File: src/rtl/lut_cell_pkg.sv
package lut_cell_pkg;

  typedef enum logic [2:0] {
    MODE_LUT6    = 3'd0,
    MODE_LUT5X2  = 3'd1,
    MODE_RAM     = 3'd2,
    MODE_SRL32   = 3'd3,
    MODE_SRL16X2 = 3'd4
  } cellMode_t;

  // Strobes from the control decoder to the array datapath
  typedef struct packed {
    logic      load;     // serial configuration shift this cycle
    logic      ramWr;    // single-bit RAM write this cycle
    logic      shLo;     // advance lower chain
    logic      shHi;     // advance upper chain (split mode only)
    logic      chain32;  // lower chain spans the full half array
    logic      quiet;    // force lookup and chain outputs low
    cellMode_t mode;     // decoded read mode
  } cellStrobe_t;

endpackage

File: src/rtl/lut_cell_ctrl.sv
module lut_cell_ctrl
  import lut_cell_pkg::*;
(
  input  logic        rstN,
  input  logic        cfgEn,
  input  logic [2:0]  modeSel,
  input  logic        wrEn,
  input  logic [1:0]  shEn,
  output cellStrobe_t strobe
);

  cellMode_t modeDec;
  logic      running;

  always_comb begin
    unique case (modeSel)
      3'd1:    modeDec = MODE_LUT5X2;
      3'd2:    modeDec = MODE_RAM;
      3'd3:    modeDec = MODE_SRL32;
      3'd4:    modeDec = MODE_SRL16X2;
      default: modeDec = MODE_LUT6;
    endcase
  end

  assign running = rstN && !cfgEn;

  always_comb begin
    strobe.mode    = modeDec;
    strobe.quiet   = cfgEn;
    strobe.load    = rstN && cfgEn;
    strobe.ramWr   = running && wrEn && (modeDec == MODE_RAM);
    strobe.chain32 = (modeDec == MODE_SRL32);
    strobe.shLo    = running && shEn[0] &&
                     ((modeDec == MODE_SRL32) || (modeDec == MODE_SRL16X2));
    strobe.shHi    = running && shEn[1] && (modeDec == MODE_SRL16X2);
  end

endmodule

File: src/rtl/lut_cell_data.sv
module lut_cell_data
  import lut_cell_pkg::*;
#(
  parameter int ADDR_W = 6
) (
  input  logic              clk,
  input  logic              rstN,
  input  cellStrobe_t       strobe,
  input  logic              cfgDin,
  input  logic [ADDR_W-1:0] addr,
  input  logic              wrData,
  input  logic [1:0]        shIn,
  output logic [1:0]        rawOut,
  output logic [1:0]        chainOut
);

  localparam int DEPTH = 1 << ADDR_W;
  localparam int HALF  = DEPTH / 2;
  localparam int QTR   = DEPTH / 4;

  logic [DEPTH-1:0]  mem;
  logic [ADDR_W-2:0] halfIdx;
  logic [ADDR_W-3:0] qtrIdx;

  assign halfIdx = addr[ADDR_W-2:0];
  assign qtrIdx  = addr[ADDR_W-3:0];

  always_ff @(posedge clk or negedge rstN) begin
    if (!rstN) begin
      mem <= '0;
    end else if (strobe.load) begin
      mem <= {mem[DEPTH-2:0], cfgDin};
    end else begin
      if (strobe.ramWr) mem[addr] <= wrData;
      if (strobe.shLo) begin
        if (strobe.chain32) mem[HALF-1:0] <= {mem[HALF-2:0], shIn[0]};
        else                mem[QTR-1:0]  <= {mem[QTR-2:0], shIn[0]};
      end
      if (strobe.shHi) mem[HALF-1:QTR] <= {mem[HALF-2:QTR], shIn[1]};
    end
  end

  always_comb begin
    rawOut   = '0;
    chainOut = '0;
    if (!strobe.quiet) begin
      unique case (strobe.mode)
        MODE_LUT5X2: begin
          rawOut[0] = mem[{1'b0, halfIdx}];
          rawOut[1] = mem[{1'b1, halfIdx}];
        end
        MODE_SRL32: begin
          rawOut[0]   = mem[{1'b0, halfIdx}];
          chainOut[0] = mem[HALF-1];
        end
        MODE_SRL16X2: begin
          rawOut[0]   = mem[{2'b00, qtrIdx}];
          rawOut[1]   = mem[{2'b01, qtrIdx}];
          chainOut[0] = mem[QTR-1];
          chainOut[1] = mem[HALF-1];
        end
        default: rawOut[0] = mem[addr];
      endcase
    end
  end

endmodule

File: src/rtl/lut_cell_outstage.sv
module lut_cell_outstage (
  input  logic clk,
  input  logic rstN,
  input  logic useReg,
  input  logic latchMode,
  input  logic rawIn,
  output logic q
);

  logic flopQ;
  logic holdQ;

  always_ff @(posedge clk or negedge rstN) begin
    if (!rstN) flopQ <= 1'b0;
    else       flopQ <= rawIn;
  end

  // Value frozen at the falling edge; together with the clk-high pass
  // path below this gives high-transparent latch behaviour
  always_ff @(negedge clk or negedge rstN) begin
    if (!rstN) holdQ <= 1'b0;
    else       holdQ <= rawIn;
  end

  always_comb begin
    if (!useReg)        q = rawIn;
    else if (latchMode) q = clk ? rawIn : holdQ;
    else                q = flopQ;
  end

endmodule

File: src/rtl/lut_cell.sv
module lut_cell
  import lut_cell_pkg::*;
#(
  parameter int ADDR_W = 6
) (
  input  logic              clk,
  input  logic              rstN,
  input  logic              cfgEn,
  input  logic              cfgDin,
  input  logic [2:0]        modeSel,
  input  logic [1:0]        useReg,
  input  logic              latchMode,
  input  logic [ADDR_W-1:0] addr,
  input  logic              wrEn,
  input  logic              wrData,
  input  logic [1:0]        shEn,
  input  logic [1:0]        shIn,
  output logic [1:0]        lutOut,
  output logic [1:0]        chainOut
);

  localparam int N_OUT = 2;

  cellStrobe_t      strobe;
  logic [N_OUT-1:0] rawOut;

  lut_cell_ctrl i_ctrl (
    .rstN    (rstN),
    .cfgEn   (cfgEn),
    .modeSel (modeSel),
    .wrEn    (wrEn),
    .shEn    (shEn),
    .strobe  (strobe)
  );

  lut_cell_data #(.ADDR_W(ADDR_W)) i_data (
    .clk      (clk),
    .rstN     (rstN),
    .strobe   (strobe),
    .cfgDin   (cfgDin),
    .addr     (addr),
    .wrData   (wrData),
    .shIn     (shIn),
    .rawOut   (rawOut),
    .chainOut (chainOut)
  );

  for (genvar g = 0; g < N_OUT; g++) begin : g_out
    lut_cell_outstage i_stage (
      .clk       (clk),
      .rstN      (rstN),
      .useReg    (useReg[g]),
      .latchMode (latchMode),
      .rawIn     (rawOut[g]),
      .q         (lutOut[g])
    );
  end

endmodule

File: config.mk
export PLATFORM = sky130hd
export DESIGN_NAME = lut_cell
export DESIGN_NICKNAME = d
export VERILOG_FILES = /design/src/rtl/lut_cell_pkg.sv /design/src/rtl/lut_cell_ctrl.sv /design/src/rtl/lut_cell_data.sv /design/src/rtl/lut_cell_outstage.sv /design/src/rtl/lut_cell.sv
export SDC_FILE = /design/constraint.sdc
export NUM_CORES = 1
export LEC_CHECK = 0
export BUFFER_PORTS_ARGS = -buffer_cell sky130_fd_sc_hd__buf_2
export CORE_MARGIN = 4
export CORE_UTILIZATION = 60
export DETAILED_ROUTE_END_ITERATION = 8
export PLACE_DENSITY = 0.77
export SLEW_MARGIN = 10
export SYNTH_ARGS = -nofsm -noshare
export SYNTH_HDL_FRONTEND = slang
export SYNTH_SLANG_ARGS = --single-unit
File: constraint.sdc
create_clock -name clk -period 4.9 [get_ports clk]
set_input_delay 0.98 -clock clk [delete_from_list [all_inputs] [get_ports clk]]
set_output_delay 0.98 -clock clk [all_outputs]
set_load 0.05 [all_outputs]
==> results of run 1 <==
-- critical path: cells and delay by family, from the launching register on --
kind | cells | cell delay [ps]
compound gates | 2 | 230
buf+inv | 3 | 510
flops | 1 | 390
simple gates | 2 | 150
-- Yosys cell counts, types with 4 or more instances --
library cell  count
mux2i_1          48
o21ai_0          14
nor2_1           34
buf_2             9
a311oi_1          4
clkbuf_1         30
o211ai_1         18
a32oi_1          10
a22oi_1          12
a221o_1           7
nand3_1          36
a21oi_1          32
and2_1            7
o21ai_1          12
nor2b_1           5
a31oi_1          10
inv_1             5
nand2_1          84
a211oi_1          6
nor3_1            7
dfrtp_1          66
buf_4             4
o31ai_1           5
-- cells by family (layout without fill, tap and decap cells) --
family	count (synthesis)	in the layout	synth area share (%)
AND/OR/NAND/NOR	194	194	20.4
buffers and inverters	52	107	5.34
flip-flops	68	68	38.4
multiplexers	55	55	13.4
AO/OA/AOI/OAI	147	147	22.5
-- layer usage --
layer | global-route usage (%) | wire [microns]
met3 | 13.0 | 1670
met5 | 0 | 0
met4 | 28.6 | 947
met2 | 50.9 | 6520
met1 | 42.3 | 5360
-- path summary, 6_finish.rpt --
path                       slack (ps)              startpoint                      to  cells after the start
max                              -270  g_out[1].i_stage.holdQ               lutOut[1]                      7
min in group clk                  520          i_data.mem[22]          i_data.mem[23]                      2
min                               410                    rstN  g_out[1].i_stage.flopQ                      1
max in group asynchronous        1880                    rstN  g_out[1].i_stage.holdQ                      1
min reg2reg                       520          i_data.mem[22]          i_data.mem[23]                      2
max reg2reg                       510          i_data.mem[15]  g_out[0].i_stage.holdQ                      6
-- layout make-up --
class                           instances  area, sq um
Clock buffer                           32          393
Clock inverter                          6         31.3
Multi-Input combinational cell        396         2530
Inverter                                6         22.5
Sequential cell                        68         1700
Tap cell                               99          124
Fill cell                             578         2000
Timing Repair Buffer                   63          415
-- registers in the layout (all words and copies together), names as in the netlist --
name	cells
i_data.mem	64
g_out.i_stage.holdQ	2
g_out.i_stage.flopQ	2
-- cells in the final DEF, fill, tap and decap left out, drive strengths merged, types with 4 or more instances in the layout --
cell type	instances
dfrtp	66
a32oi	10
clkinv	5
and2	7
a21oi	32
o31ai	5
nor3b	4
a22oi	12
a221o	7
mux2i	48
nand3	36
inv	6
o211ai	18
nand2	84
clkbuf	25
nor2b	5
nor2	34
nor3	8
a311oi	4
o21ai	26
buf	70
a211oi	6
mux2	4
a31oi	10
-- what timing repair did --
item / in CTS / in global routing
buffers inserted: 1 / 1
pin swaps: 3 / 2
gates resized for setup: 11 / 4
endpoints found under the setup margin: 4 / 4
-- through the flow --
step | utilization (%) | power (mW)
after floorplan | - | 1.04
final | 72.3 | 1.87
after global placement | 66.1 | 1.16
after global routing | 72.3 | 1.95
after CTS | 72.1 | 1.84
after detailed placement | 66.1 | 1.18
-- power by group --
part | total, mW | leakage, nW | internal [mW] | switching (mW)
clock network | 0.717 | 0.257 | 0.393 | 0.323
logic | 0.364 | 1.28 | 0.162 | 0.203
registers | 0.786 | 0.830 | 0.674 | 0.112
total | 1.87 | 2.36 | 1.23 | 0.638
==> results.sh, run 1 <==
export IMPL_wl_per_cell_microns=21.6
export IMPL_rows=31
export IMPL_fin_ws_ps=-271
export IMPL_holdWs_ps=409
export IMPL_die_area_sq_um=8820
export IMPL_dp_hpwl_mm=9.29
export IMPL_stdcell_area_sq_um=5220
export IMPL_antenna_cells=0
export IMPL_worstMarginPinSlew_ps=1220
export IMPL_cts_tree="built"
export IMPL_synth_top_cell_area_share_pct=37.3
export IMPL_critPathKind="register to output pin"
export IMPL_async_reset_ff_share_pct=100
export IMPL_synth_main_ff_cell="dfrtp_1"
export IMPL_die_y_microns=93.9
export IMPL_synth_area_sq_um=4430
export IMPL_coreArea_sq_um=7210
export IMPL_placed_cell_area_sq_um=4770
export IMPL_grtUsageTotal_pct=35.5
export IMPL_power_leakage_nw=2.36
export IMPL_area_growth_pct=17.8
export IMPL_vias=4698
export IMPL_cts_hold_buf=0
export IMPL_ir_drop_uv=245
export IMPL_instances_no_fill=670
export IMPL_synth_top_cells_by_area="dfrtp_1 37%, mux2i_1 11%, nand2_1 7.1%, nand3_1 4.1%, a21oi_1 3.6%"
export IMPL_fin_worst_skew_ps=8.73
export IMPL_critical_path_arrival_ps=4190
export IMPL_grt_pass1_wl_mm=22.9
export IMPL_end_kind="output pin"
export IMPL_synthesis_nets=538
export IMPL_cp_max_fo=2
export IMPL_yosys_warnings=0
export IMPL_powerDensity_nw_per_um2=358
export IMPL_nets=585
export IMPL_synth_edf_count=0
export IMPL_crit_chain="nand3b_1 -> o21ai_2 -> clkbuf_8 -> clkbuf_8 -> nand2_2 -> a31oi_1 -> buf_4"
export IMPL_antenna_found_initial=0
export IMPL_fin_tns_setup_ps=-498
export IMPL_dp_cells=634
export IMPL_maxCapViolCount=0
export IMPL_grt_remaining_overflow=0
export IMPL_yosys_cell_types_count=52
export IMPL_violations="negative setup slack"
export IMPL_drtIter0Drc=678
export IMPL_hold_path_class="input port to async pin"
export IMPL_slowest_stage="dfrtn_1"
export IMPL_avgSynthCellArea_sq_um=8.58
export IMPL_cp_common_cell="clkbuf_8"
export IMPL_status="finished, violations left"
export IMPL_io_buffers=25
export IMPL_detail_route_antenna_nets=0
export IMPL_slew_headroom_pct=18.4
export IMPL_cp_required_ps=3920
export IMPL_path_clk_slew_ps=80
export IMPL_io_pins=26
export IMPL_die_w_microns=93.9
export IMPL_postSynthCellCount=516
export IMPL_synth_seq_cells=68
export IMPL_start_util_pct=61.4
export IMPL_synth_top_area_cell="dfrtp_1"
export IMPL_grt_max_degree=53
export IMPL_critPathLaunchType="register"
export IMPL_insertion_delay_ps=450
export IMPL_vias_per_cell=7.01
export IMPL_final_hold_violation_count=0
export IMPL_firstDrtPassIters=7
export IMPL_drive_gt1_share_pct=19.8
export IMPL_gp_congestion=0.980
export IMPL_finalMaxSlewViolations=0
export IMPL_finalSetupViolCount=4
export IMPL_route_detailed_drc=0
export IMPL_synth_seq_area_share_pct=38.4
export IMPL_cp_slowest_stage_delay_ps=390
export IMPL_rsz0062_at_grt="true"
export IMPL_wl_mm=14.5
export IMPL_dp_worst_setup_slack_ps=-229
export IMPL_grt_pass1_vias=4615
Note: power is estimated with default switching activity, not from simulation.
==> run 2: changes to the inputs <==
--- a/config.mk
+++ b/config.mk
@@ -6,11 +6,9 @@
 export NUM_CORES = 1
 export LEC_CHECK = 0
 export BUFFER_PORTS_ARGS = -buffer_cell sky130_fd_sc_hd__buf_2
-export CORE_MARGIN = 4
-export CORE_UTILIZATION = 60
+export CORE_UTILIZATION = 40
 export DETAILED_ROUTE_END_ITERATION = 8
-export PLACE_DENSITY = 0.77
-export SLEW_MARGIN = 10
+export PLACE_DENSITY_LB_ADDON = 0.15
 export SYNTH_ARGS = -nofsm -noshare
 export SYNTH_HDL_FRONTEND = slang
 export SYNTH_SLANG_ARGS = --single-unit
==> run 2 against run 1 <==
- critical path type unchanged
- the run still ends with negative setup slack left
- die area grew 30%
- clock skew is essentially flat
- final area grew 3.1%
- via count shrank 5.7%
- total power grew 3.8%
- worst setup slack lost 14 ps
==> results.sh, run 2 (synthesized netlist as in run 1, its figures left out) <==
export IMPL_cp_required_ps=3920
export IMPL_fin_tns_setup_ps=-478
export IMPL_slew_headroom_pct=14.0
export IMPL_die_y_microns=107
export IMPL_critPathTopFamily="buffers and inverters"
export IMPL_io_pins=26
export IMPL_dp_worst_setup_slack_ps=-300
export IMPL_layout_commonest_cell="nand2_1"
export IMPL_critPathKind="register to output pin"
export IMPL_drtIter0Drc=447
export IMPL_fin_worst_skew_ps=8.91
export IMPL_insertion_delay_ps=470
export IMPL_cts_tree="built"
export IMPL_total_power_mw=1.94
export IMPL_cp_slowest_stage_delay_ps=400
export IMPL_powerDensity_nw_per_um2=360
export IMPL_cts_hold_buf=0
export IMPL_placed_cell_area_sq_um=4890
export IMPL_io_buffers=25
export IMPL_area_growth_pct=21.4
export IMPL_cp_num_cells=7
export IMPL_dp_cells=683
export IMPL_post_route_util_pct=49.8
export IMPL_fin_ws_ps=-285
export IMPL_crit_chain="nand3b_1 -> o21ai_2 -> clkbuf_8 -> buf_8 -> a22oi_2 -> a31oi_2 -> buf_6"
export IMPL_critical_path_arrival_ps=4210
export IMPL_power_leakage_nw=2.42
export IMPL_path_buf_inv=3
export IMPL_slowest_stage="dfrtn_1"
export IMPL_ir_drop_uv=220
export IMPL_grt_max_degree=52
export IMPL_grt_pass1_wl_mm=25.9
export IMPL_holdWs_ps=506
export IMPL_vias=4429
export IMPL_dp_hpwl_mm=9.98
export IMPL_wl_per_cell_microns=21.1
export IMPL_grtUsageTotal_pct=29.4
export IMPL_rows=38
export IMPL_cp_max_fo=2
export IMPL_violations="negative setup slack"
export IMPL_wl_mm=15.2
export IMPL_route_detailed_drc=0
export IMPL_grt_pass1_vias=4537
export IMPL_end_kind="output pin"
export IMPL_critPathLaunchType="register"
export IMPL_gp_congestion=0.926
export IMPL_firstDrtPassIters=8
export IMPL_largest_register_ff_count=64
export IMPL_path_clk_slew_ps=80
export IMPL_top_regs="i_data.mem x64, g_out.i_stage.flopQ x2, g_out.i_stage.holdQ x2"
export IMPL_instances_no_fill=719
export IMPL_regMostFlops="i_data.mem"
export IMPL_drive_gt1_share_pct=21.1
export IMPL_die_w_microns=107
export IMPL_grt_remaining_overflow=0
export IMPL_final_cell_mix="82 x nand2_1, 66 x dfrtp_1, 49 x buf_4"
export IMPL_vias_per_cell=6.16
export IMPL_status="finished, violations left"
export IMPL_coreArea_sq_um=10800
export IMPL_finalSetupViolCount=4
export IMPL_finalMaxSlewViolations=0
export IMPL_maxCapViolCount=0
export IMPL_nets=593
export IMPL_antenna_found_initial=0
export IMPL_die_area_sq_um=11500
export IMPL_hold_path_class="input port to async pin"
export IMPL_start_util_pct=41.0
export IMPL_antenna_cells=0
export IMPL_detail_route_antenna_nets=0
export IMPL_final_hold_violation_count=0
export IMPL_rsz0062_at_grt="true"
export IMPL_worstMarginPinSlew_ps=1290
export IMPL_reg2reg_depth=6
export IMPL_fill_cells=1031
export IMPL_stdcell_area_sq_um=5380
## run 2: cell count changes in the layout (fill, tap and decap cells not counted), sizes merged
cell	change
clkinvlp	+1
clkbuf	+1
buf	+7
bufinv	+1
clkinv	-2
## run 2: final timing paths
| check | start | endpoint | slack, ps |
|---|---|---|---|
| setup / recovery | g_out[1].i_stage.holdQ | lutOut[1] | -290 |
| hold / removal | rstN | g_out[0].i_stage.flopQ | 510 |
| setup reg to reg | i_data.mem[15] | g_out[0].i_stage.holdQ | 540 |
| hold reg to reg | i_data.mem[30] | i_data.mem[31] | 530 |
| max in group asynchronous | rstN | g_out[1].i_stage.holdQ | 1630 |
| min in group clk | i_data.mem[30] | i_data.mem[31] | 530 |
## run 2: cell type report
| class | instances | area, sq um | area share, % |
|---|---|---|---|
| well taps | 140 | 175 | 3.26 |
| flip-flops and latches | 68 | 1700 | 31.6 |
| inverters | 6 | 22.5 | 0.419 |
| clock inverters | 6 | 63.8 | 1.19 |
| repair buffers | 71 | 488 | 9.07 |
| clock buffers | 32 | 395 | 7.35 |
| multi-input cells | 396 | 2530 | 47.1 |
## run 2: power breakdown
group          internal, mW  total [mW]  switching (mW)
logic                 0.168       0.370           0.202
registers             0.674       0.785           0.111
clock network         0.455       0.783           0.329
total                  1.30        1.94           0.642
## run 2: metal layers
| layer | wire [microns] | track usage, % |
|---|---|---|
| met1 | 6420 | 38.9 |
| met2 | 7160 | 43.9 |
| met3 | 1070 | 8.75 |
| met4 | 515 | 13.4 |
| met5 | 0 | 0 |
## run 2: worst reg2reg max path, stage by stage (launching register included)
cell     delay [ps]
dfrtp_1         470
mux2_1          330
a22oi_1         160
o21ai_1          90
o311a_1         340
a41oi_1         220
a31oi_1         130
## run 2: repair_timing
| action | CTS | global route |
|---|---|---|
| endpoints found under the setup margin | 4 | 4 |
| buffers inserted | 1 | 1 |
| pin swaps | 4 | 1 |
| gates resized for setup | 12 | 3 |
